[src/rtl/i2c_tgt_pkg.sv]
package i2c_tgt_pkg;

   localparam int BYTE_W = 8;
   localparam int BIT_CNT_W = 4;

   typedef enum logic [3:0] {
      ST_IDLE,
      ST_ADDR,
      ST_ADDR_ACK,
      ST_CMD,
      ST_CMD_ACK,
      ST_WDATA,
      ST_WDATA_ACK,
      ST_RDATA,
      ST_RACK,
      ST_IGNORE
   } tgt_state_e;

endpackage

[src/rtl/i2c_tgt_sync.sv]
module i2c_tgt_sync #(
   parameter int STAGES = 2
) (
   input  logic clk,
   input  logic rst_n,
   input  logic scl_i,
   input  logic sda_i,
   output logic scl_hi,
   output logic sda_hi,
   output logic scl_rise,
   output logic scl_fall,
   output logic bus_start,
   output logic bus_stop
);

   generate
      if (STAGES < 2) begin : g_bad_stages
         $error("i2c_tgt_sync: STAGES must be at least 2");
      end
   endgenerate

   logic [STAGES-1:0] scl_pipe;
   logic [STAGES-1:0] sda_pipe;
   logic              scl_q;
   logic              sda_q;

   // idle bus level is high, so the chain resets to ones
   always_ff @(posedge clk or negedge rst_n) begin
      if (!rst_n) begin
         scl_pipe <= '1;
         sda_pipe <= '1;
         scl_q    <= 1'b1;
         sda_q    <= 1'b1;
      end else begin
         scl_pipe <= {scl_pipe[STAGES-2:0], scl_i};
         sda_pipe <= {sda_pipe[STAGES-2:0], sda_i};
         scl_q    <= scl_pipe[STAGES-1];
         sda_q    <= sda_pipe[STAGES-1];
      end
   end

   assign scl_hi    = scl_pipe[STAGES-1];
   assign sda_hi    = sda_pipe[STAGES-1];
   assign scl_rise  = scl_hi & ~scl_q;
   assign scl_fall  = ~scl_hi & scl_q;
   // conditions: SDA edge while SCL held high on both samples
   assign bus_start = scl_hi & scl_q & sda_q & ~sda_hi;
   assign bus_stop  = scl_hi & scl_q & ~sda_q & sda_hi;

endmodule

[src/rtl/i2c_tgt_wdog.sv]
module i2c_tgt_wdog #(
   parameter int CNT_W = 16
) (
   input  logic             clk,
   input  logic             rst_n,
   input  logic             scl_hi,
   input  logic             sda_hi,
   input  logic [CNT_W-1:0] limit,
   output logic             expire
);

   generate
      if (CNT_W < 4 || CNT_W > 32) begin : g_bad_width
         $error("i2c_tgt_wdog: CNT_W must lie in 4..32");
      end
   endgenerate

   logic [CNT_W-1:0] low_cnt;
   logic             both_low;
   logic             armed;

   assign both_low = ~scl_hi & ~sda_hi;
   assign armed    = (limit != '0);

   always_ff @(posedge clk or negedge rst_n) begin
      if (!rst_n) begin
         low_cnt <= '0;
         expire  <= 1'b0;
      end else begin
         expire <= 1'b0;
         if (!both_low || !armed) begin
            low_cnt <= '0;
         end else if (low_cnt != limit) begin
            low_cnt <= low_cnt + 1'b1;
            if (low_cnt == limit - 1'b1) expire <= 1'b1;
         end
      end
   end

   // one expiry per stuck episode
   p_expire_single_r10: assert property (@(posedge clk) disable iff (!rst_n)
      expire |=> !expire);

   // an expiry only follows a cycle with both lines low
   p_expire_cause_r10: assert property (@(posedge clk) disable iff (!rst_n)
      $rose(expire) |-> $past(both_low));

endmodule

[src/rtl/i2c_cmd_target.sv]
module i2c_cmd_target
   import i2c_tgt_pkg::*;
#(
   parameter logic [6:0] DEV_ADDR    = 7'h55,
   parameter int         PTR_W       = 7,
   parameter int         SYNC_STAGES = 2,
   parameter int         TO_W        = 16
) (
   input  logic              clk,
   input  logic              rst_n,
   input  logic              scl_i,
   input  logic              sda_i,
   output logic              sda_oe,
   input  logic [TO_W-1:0]   stuck_limit,
   output logic [PTR_W-1:0]  reg_addr,
   output logic [BYTE_W-1:0] reg_wdata,
   output logic              reg_we,
   input  logic [BYTE_W-1:0] reg_rdata,
   input  logic              reg_ro
);

   localparam logic [BIT_CNT_W-1:0] LAST_BIT = BIT_CNT_W'(BYTE_W);

   generate
      if (PTR_W < 1 || PTR_W > BYTE_W) begin : g_bad_ptr
         $error("i2c_cmd_target: PTR_W must lie in 1..8");
      end
   endgenerate

   logic scl_hi, sda_hi, scl_rise, scl_fall, bus_start, bus_stop;
   logic expire;

   i2c_tgt_sync #(.STAGES(SYNC_STAGES)) u_sync (
      .clk       (clk),
      .rst_n     (rst_n),
      .scl_i     (scl_i),
      .sda_i     (sda_i),
      .scl_hi    (scl_hi),
      .sda_hi    (sda_hi),
      .scl_rise  (scl_rise),
      .scl_fall  (scl_fall),
      .bus_start (bus_start),
      .bus_stop  (bus_stop)
   );

   i2c_tgt_wdog #(.CNT_W(TO_W)) u_wdog (
      .clk    (clk),
      .rst_n  (rst_n),
      .scl_hi (scl_hi),
      .sda_hi (sda_hi),
      .limit  (stuck_limit),
      .expire (expire)
   );

   tgt_state_e              state;
   logic [BIT_CNT_W-1:0]    bit_cnt;
   logic [BYTE_W-1:0]       rx_byte;
   logic [BYTE_W-1:0]       tx_byte;
   logic [PTR_W-1:0]        ptr;
   logic                    dir_rd;
   logic                    first_wr;
   logic                    wr_taken;
   logic                    host_ack;
   logic                    cmd_bad;
   logic                    byte_done;

   // command range check: a full 8-bit pointer accepts every command
   generate
      if (PTR_W < BYTE_W) begin : g_cmd_range
         assign cmd_bad = |rx_byte[BYTE_W-1:PTR_W];
      end else begin : g_cmd_full
         assign cmd_bad = 1'b0;
      end
   endgenerate

   assign byte_done = scl_fall && (bit_cnt == LAST_BIT);
   assign reg_addr  = ptr;
   assign reg_wdata = rx_byte;

   always_ff @(posedge clk or negedge rst_n) begin
      if (!rst_n) begin
         state    <= ST_IDLE;
         bit_cnt  <= '0;
         rx_byte  <= '0;
         tx_byte  <= '0;
         ptr      <= '0;
         dir_rd   <= 1'b0;
         first_wr <= 1'b0;
         wr_taken <= 1'b0;
         host_ack <= 1'b0;
         sda_oe   <= 1'b0;
         reg_we   <= 1'b0;
      end else begin
         reg_we <= 1'b0;
         if (expire) begin
            state   <= ST_IDLE;
            sda_oe  <= 1'b0;
            bit_cnt <= '0;
         end else if (bus_start) begin
            state   <= ST_ADDR;
            sda_oe  <= 1'b0;
            bit_cnt <= '0;
         end else if (bus_stop) begin
            state   <= ST_IDLE;
            sda_oe  <= 1'b0;
            bit_cnt <= '0;
         end else begin
            unique case (state)
               ST_ADDR, ST_CMD, ST_WDATA: begin
                  if (scl_rise) begin
                     rx_byte <= {rx_byte[BYTE_W-2:0], sda_hi};
                     bit_cnt <= bit_cnt + 1'b1;
                  end else if (byte_done) begin
                     bit_cnt <= '0;
                     if (state == ST_ADDR) begin
                        if (rx_byte[BYTE_W-1:1] == DEV_ADDR) begin
                           dir_rd <= rx_byte[0];
                           sda_oe <= 1'b1;
                           state  <= ST_ADDR_ACK;
                        end else begin
                           state <= ST_IGNORE;
                        end
                     end else if (state == ST_CMD) begin
                        if (cmd_bad) begin
                           state <= ST_IGNORE;
                        end else begin
                           ptr    <= rx_byte[PTR_W-1:0];
                           sda_oe <= 1'b1;
                           state  <= ST_CMD_ACK;
                        end
                     end else begin
                        // only the first byte to a writable location lands
                        if (first_wr && !reg_ro) begin
                           sda_oe   <= 1'b1;
                           reg_we   <= 1'b1;
                           wr_taken <= 1'b1;
                        end else begin
                           wr_taken <= 1'b0;
                        end
                        first_wr <= 1'b0;
                        state    <= ST_WDATA_ACK;
                     end
                  end
               end
               ST_ADDR_ACK: begin
                  if (scl_fall) begin
                     if (dir_rd) begin
                        tx_byte <= reg_rdata;
                        sda_oe  <= ~reg_rdata[BYTE_W-1];
                        state   <= ST_RDATA;
                     end else begin
                        sda_oe <= 1'b0;
                        state  <= ST_CMD;
                     end
                  end
               end
               ST_CMD_ACK: begin
                  if (scl_fall) begin
                     sda_oe   <= 1'b0;
                     first_wr <= 1'b1;
                     state    <= ST_WDATA;
                  end
               end
               ST_WDATA_ACK: begin
                  if (scl_fall) begin
                     sda_oe <= 1'b0;
                     if (wr_taken) ptr <= ptr + 1'b1;
                     wr_taken <= 1'b0;
                     state    <= ST_WDATA;
                  end
               end
               ST_RDATA: begin
                  if (scl_rise) begin
                     bit_cnt <= bit_cnt + 1'b1;
                  end else if (scl_fall) begin
                     if (bit_cnt == LAST_BIT) begin
                        sda_oe  <= 1'b0;
                        bit_cnt <= '0;
                        state   <= ST_RACK;
                     end else begin
                        tx_byte <= {tx_byte[BYTE_W-2:0], 1'b0};
                        sda_oe  <= ~tx_byte[BYTE_W-2];
                     end
                  end
               end
               ST_RACK: begin
                  if (scl_rise) begin
                     host_ack <= ~sda_hi;
                     if (!sda_hi) ptr <= ptr + 1'b1;
                  end else if (scl_fall) begin
                     if (host_ack) begin
                        tx_byte <= reg_rdata;
                        sda_oe  <= ~reg_rdata[BYTE_W-1];
                        state   <= ST_RDATA;
                     end else begin
                        state <= ST_IGNORE;
                     end
                  end
               end
               default: begin
                  sda_oe <= 1'b0;
               end
            endcase
         end
      end
   end

   // a write strobe lasts a single clock
   p_we_pulse_r2: assert property (@(posedge clk) disable iff (!rst_n)
      reg_we |=> !reg_we);

   // the storage never sees a strobe for a read-only location
   p_we_not_ro_r4: assert property (@(posedge clk) disable iff (!rst_n)
      reg_we |-> !reg_ro);

   // watchdog expiry frees SDA on the next clock
   p_wdog_release_r10: assert property (@(posedge clk) disable iff (!rst_n)
      expire |=> !sda_oe);

   // a STOP frees SDA
   p_stop_release_r11: assert property (@(posedge clk) disable iff (!rst_n)
      bus_stop |=> !sda_oe);

   // drive changes only follow a low SCL sample or a bus event
   p_sda_hold_r12: assert property (@(posedge clk) disable iff (!rst_n)
      ($past(scl_hi) && !$past(bus_start) && !$past(bus_stop) && !$past(expire))
         |-> $stable(sda_oe));

endmodule

[config.mk]
export PLATFORM = sky130hd
export DESIGN_NAME = i2c_cmd_target
export DESIGN_NICKNAME = d
export VERILOG_FILES = /design/src/rtl/i2c_tgt_pkg.sv /design/src/rtl/i2c_tgt_sync.sv /design/src/rtl/i2c_tgt_wdog.sv /design/src/rtl/i2c_cmd_target.sv
export SDC_FILE = /design/constraint.sdc
export NUM_CORES = 1
export LEC_CHECK = 0
export BUFFER_PORTS_ARGS = -buffer_cell sky130_fd_sc_hd__buf_4
export CELL_PAD_IN_SITES_DETAIL_PLACEMENT = 0
export CELL_PAD_IN_SITES_GLOBAL_PLACEMENT = 1
export CORE_ASPECT_RATIO = 0.6
export CORE_MARGIN = 5
export CORE_UTILIZATION = 40
export DETAILED_ROUTE_END_ITERATION = 7
export PLACE_DENSITY_LB_ADDON = 0.1
export SETUP_SLACK_MARGIN = 0.5
export SLEW_MARGIN = 5
export SYNTH_ARGS = -nofsm -noshare
export SYNTH_HDL_FRONTEND = slang
export SYNTH_SLANG_ARGS = --single-unit
[constraint.sdc]
create_clock -name clk -period 3.1 [get_ports clk]
set_clock_uncertainty 0.1 [all_clocks]
set_input_delay 0.62 -clock clk [delete_from_list [all_inputs] [get_ports clk]]
set_output_delay 0.62 -clock clk [all_outputs]
set_load 0.1 [all_outputs]
==> flow_summary.toml <==
[outcome]
status = "completed"

[floorplan]
core_region_mm2 = 0.009809
die_width_um = 139
die_area_mm2 = 0.01215
top_level_ports = 46
placement_rows = 28
initial_standard_cell_utilization_of_the_core_pct = 40.71
die_h_um = 87.40

[yosys]
cell_area_after_synthesis_mm2 = 0.003994
yosys_most_used_dff = "dfrtp_1"
seq_area_frac_synth_pct = 37.16
synthTopCellsByArea = "dfrtp_1 (33%), mux2_2 (5.4%), xnor2_1 (4.6%)"
async_reset_ff_share_pct = 100.0
ys_types = 71
yosysTopAreaCellShare_pct = 33.21
syn_inst = 442
yosys_warnings = 0
per_instance_average_area_after_synthesis_um2 = 9.036
synth-edff-count = 0
syn_nets = 480
synthDominantAreaCellType = "dfrtp_1"
synthesized_flop_and_latch_total = 59

[worst_setup_path]
r2r_start = "u_wdog.low_cnt[6]$_DFFE_PN0P_"
worst-path-max-fanout = 7
timing.critical_path.to = "u_wdog.low_cnt[4]$_DFFE_PN0P_"
worstSetupStartpointType = "register"
crit_arrival_ns = 2.55
critical_path.startpoint = "u_wdog.low_cnt[6]$_DFFE_PN0P_"
r2r_end = "u_wdog.low_cnt[4]$_DFFE_PN0P_"
timing.setup.critical_path_class = "register to register"
worst_ep_required_time_ns = 3.21
setup.reg_to_reg.worst_slack_ns = 0.66
worst_setup_ep_type = "register"
ff2ff_path_depth = 8

[timing]
fin_setup_tns_ns = 0
finalWorstPathRequiredPeriod_ns = 2.436
fin_crit_sh_pct = 78.57
setup-violations-final = 0
achievable-frequency_mhz = 410.6
grt_setup_unrepaired = "true"
finalHoldViolations = 0
final-max-slew-violation-count = 0
timing.slew.headroom_pct = 49.15
worst_slew_pin_slew_ns = 0.7627
final_critical_path_setup_slack_ns = 0.6643

[pwr]
clock_power_share_pct = 24.4
switching_power_uw = 1890
power.combinational.fraction_pct = 47.2
sw_frac_of_total_pct = 45.50
vdd_drop_max_mv = 0.8084
total_power_draw_uw = 4154
power_density_mw_per_mm2 = 859.3
power.static_leakage_uw = 0.002028
power_frac_seq_pct = 28.4
internal_power_uw = 2264

[layout]
final_cell_area_mm2 = 0.004833
antenna_cells_inserted = 0
layout-drive-gt1-share_pct = 23.20
fill_cells = 961
layout_overhead_on_the_synthesized_area_pct = 21.02
post_layout_nonfiller_instances = 635
final_net_count = 533

[place]
place.port_buffers = 45
post_dp_cell_area_mm2 = 0.004504
gpl.final_weighted_congestion = 0.8332
post-place-cells = 617
post-dp-hpwl_um = 8273
detailedPlace.worstSlack_ns = 0.3472

[global_routing]
grt_overflow_total = 0
antenna_found_initial = 0
via_count_of_the_first_global_routing_pass = 3304
gr-usage-all-layers_pct = 18.91
grt_pass1_wl_um = 18130
grt_max_degree = 60

[clock_tree]
clock_slew_at_reported_path_ffs_ns = 0.06
clock_tree.root_cell = "clkbuf_16"
clkSinkCount = 59
maximum_clock_path_buffer_count = 2
worst_skew_pair.late_latency_ns = 0.33
cts_max_level = 3
cts_tree = "done"
tritoncts.num_buffers = 9

[drt]
vias = 3575
viasPerCell = 5.630
drt_drc_violations_left = 0
routedWlPerCell_um = 17.34
route.final.wire_length_um = 11010
first_iter_violations = 293
final_antenna_net_count = 0
drt_first_pass_iters = 5

[min_path]
holdCritPathClass = "primary input to asynchronous set/reset pin"

[job]
max_cap_viol_count = 0
[Yosys cell counts, types with 3 or more instances]
| cell | count |
|---|---|
| xnor2_1 | 21 |
| xor2_1 | 14 |
| a21oi_1 | 28 |
| and2_1 | 3 |
| buf_4 | 3 |
| ha_1 | 9 |
| nor3_1 | 13 |
| nor2_1 | 39 |
| a21o_1 | 4 |
| nor2b_1 | 12 |
| o21a_1 | 3 |
| dfrtp_1 | 53 |
| inv_1 | 17 |
| buf_2 | 9 |
| o22ai_1 | 3 |
| or3_1 | 3 |
| mux2i_1 | 3 |
| nand3b_1 | 3 |
| o211ai_1 | 4 |
| nand3_1 | 18 |
| o221ai_1 | 4 |
| nand4_1 | 10 |
| nand2b_1 | 7 |
| a31oi_1 | 4 |
| clkbuf_1 | 5 |
| dfstp_2 | 6 |
| o21ai_0 | 24 |
| nand2_1 | 37 |
| a221oi_1 | 3 |
| nor4_1 | 6 |
| mux2_2 | 19 |
[sequential cells by signal, summed over array words and instances, names as in the netlist]
| register | flops |
|---|---|
| u_sync.scl_pipe | 2 |
| reg_addr | 7 |
| u_wdog.expire | 1 |
| u_sync.sda_q | 1 |
| sda_oe | 1 |
| u_sync.sda_pipe | 2 |
| wr_taken | 1 |
| reg_wdata | 8 |
| reg_we | 1 |
| dir_rd | 1 |
| u_sync.scl_q | 1 |
| first_wr | 1 |
| state | 4 |
| tx_byte | 7 |
| host_ack | 1 |
| bit_cnt | 4 |
| u_wdog.low_cnt | 16 |
[layout by cell type, fill, tap and decap left out, types with 4 or more instances in the layout]
| cell | Yosys | routed |
|---|---|---|
| buf_4 | 3 | 63 |
| dfrtp_1 | 53 | 52 |
| nor2_1 | 39 | 39 |
| nand2_1 | 37 | 37 |
| a21oi_1 | 28 | 28 |
| o21ai_0 | 24 | 24 |
| xnor2_1 | 21 | 21 |
| mux2_2 | 19 | 19 |
| nand3_1 | 18 | 18 |
| inv_1 | 17 | 17 |
| xor2_1 | 14 | 14 |
| nor3_1 | 13 | 13 |
| nor2b_1 | 12 | 12 |
| nand4_1 | 10 | 10 |
| ha_1 | 9 | 9 |
| clkbuf_16 | 0 | 9 |
| nand2b_1 | 7 | 7 |
| nor4_1 | 6 | 6 |
| dfstp_2 | 6 | 6 |
| o221ai_1 | 4 | 4 |
| o211ai_1 | 4 | 4 |
| a31oi_1 | 4 | 4 |
| a21o_1 | 4 | 4 |
[worst max-delay path, stage by stage, from the launching register on]
cell     delay [ns]
dfrtp_1        0.47
xor2_2         0.21
or4_4          0.59
nor4_4         0.25
buf_4          0.19
buf_4          0.12
and4b_1        0.19
xnor2_1        0.13
nor2_1         0.06
[what timing repair did]
item / CTS / global route
resized for setup: 0 / 2
hold buffers: 0 / 0
endpoints found under the setup margin: 0 / 5
buffers inserted: 0 / 2
[worst min path at each step]
stage	to	slack (ns)	depth (start not counted)
finish	u_wdog.low_cnt[8]$_DFFE_PN0P_	0.25	1
global route	u_sync.scl_pipe[1]$_DFF_PN1_	0.26	0
CTS	u_sync.scl_pipe[1]$_DFF_PN1_	0.25	0
detailed placement	u_sync.sda_pipe[1]$_DFF_PN1_	0.25	0
global placement	u_sync.scl_pipe[1]$_DFF_PN1_	0.25	0
floorplan	bit_cnt[0]$_DFFE_PN0P_	0.22	0
[power groups by stage]
stage               clock network (uW)  registers, uW  logic (uW)
floorplan                            0           1680         956
global placement                     0           1180        1930
detailed placement                   0           1180        1940
CTS                               1040           1180        1950
global route                      1080           1210        2130
finish                            1010           1180        1960
[kinds of logic after synthesis]
| logic type | synth area share (%) |
|---|---|
| flip-flops | 37.16 |
| AO/OA/AOI/OAI | 17.20 |
| XOR/XNOR | 8.490 |
| adder cells (fa/ha/maj) | 2.820 |
| AND/OR/NAND/NOR | 23.72 |
| buffers and inverters | 4.511 |
| multiplexers | 6.109 |
[final cells by class]
cell class,count,area [um2],area share [%]
clock buffer,13,260.3,5.384
clock inverter,3,46.29,0.9578
inverter,17,63.81,1.320
multi-input combinational,345,2336,48.33
sequential,59,1485,30.73
tap,135,168.9,3.495
timing repair buffer,63,473.0,9.785
[per-stage QoR]
step	utilization, %	hold slack, ns
final	49.27	0.2483
after global routing	49.27	0.2621
after CTS	49.04	0.2548
after detailed placement	45.92	0.2503
after global placement	45.92	0.2470
after floorplan	-	0.2244
[routing by layer]
| metal | vias to the layer above | wire (um) | GRT usage (%) |
|---|---|---|---|
| li1 | 1717 | - | - |
| met1 | 1724 | 6024 | 31.24 |
| met2 | 123 | 3963 | 22.55 |
| met3 | 11 | 901 | 5.650 |
| met4 | 0 | 119 | 4.796 |
| met5 | - | 0 | 0 |
No activity file was read; power rests on OpenSTA's default activity.
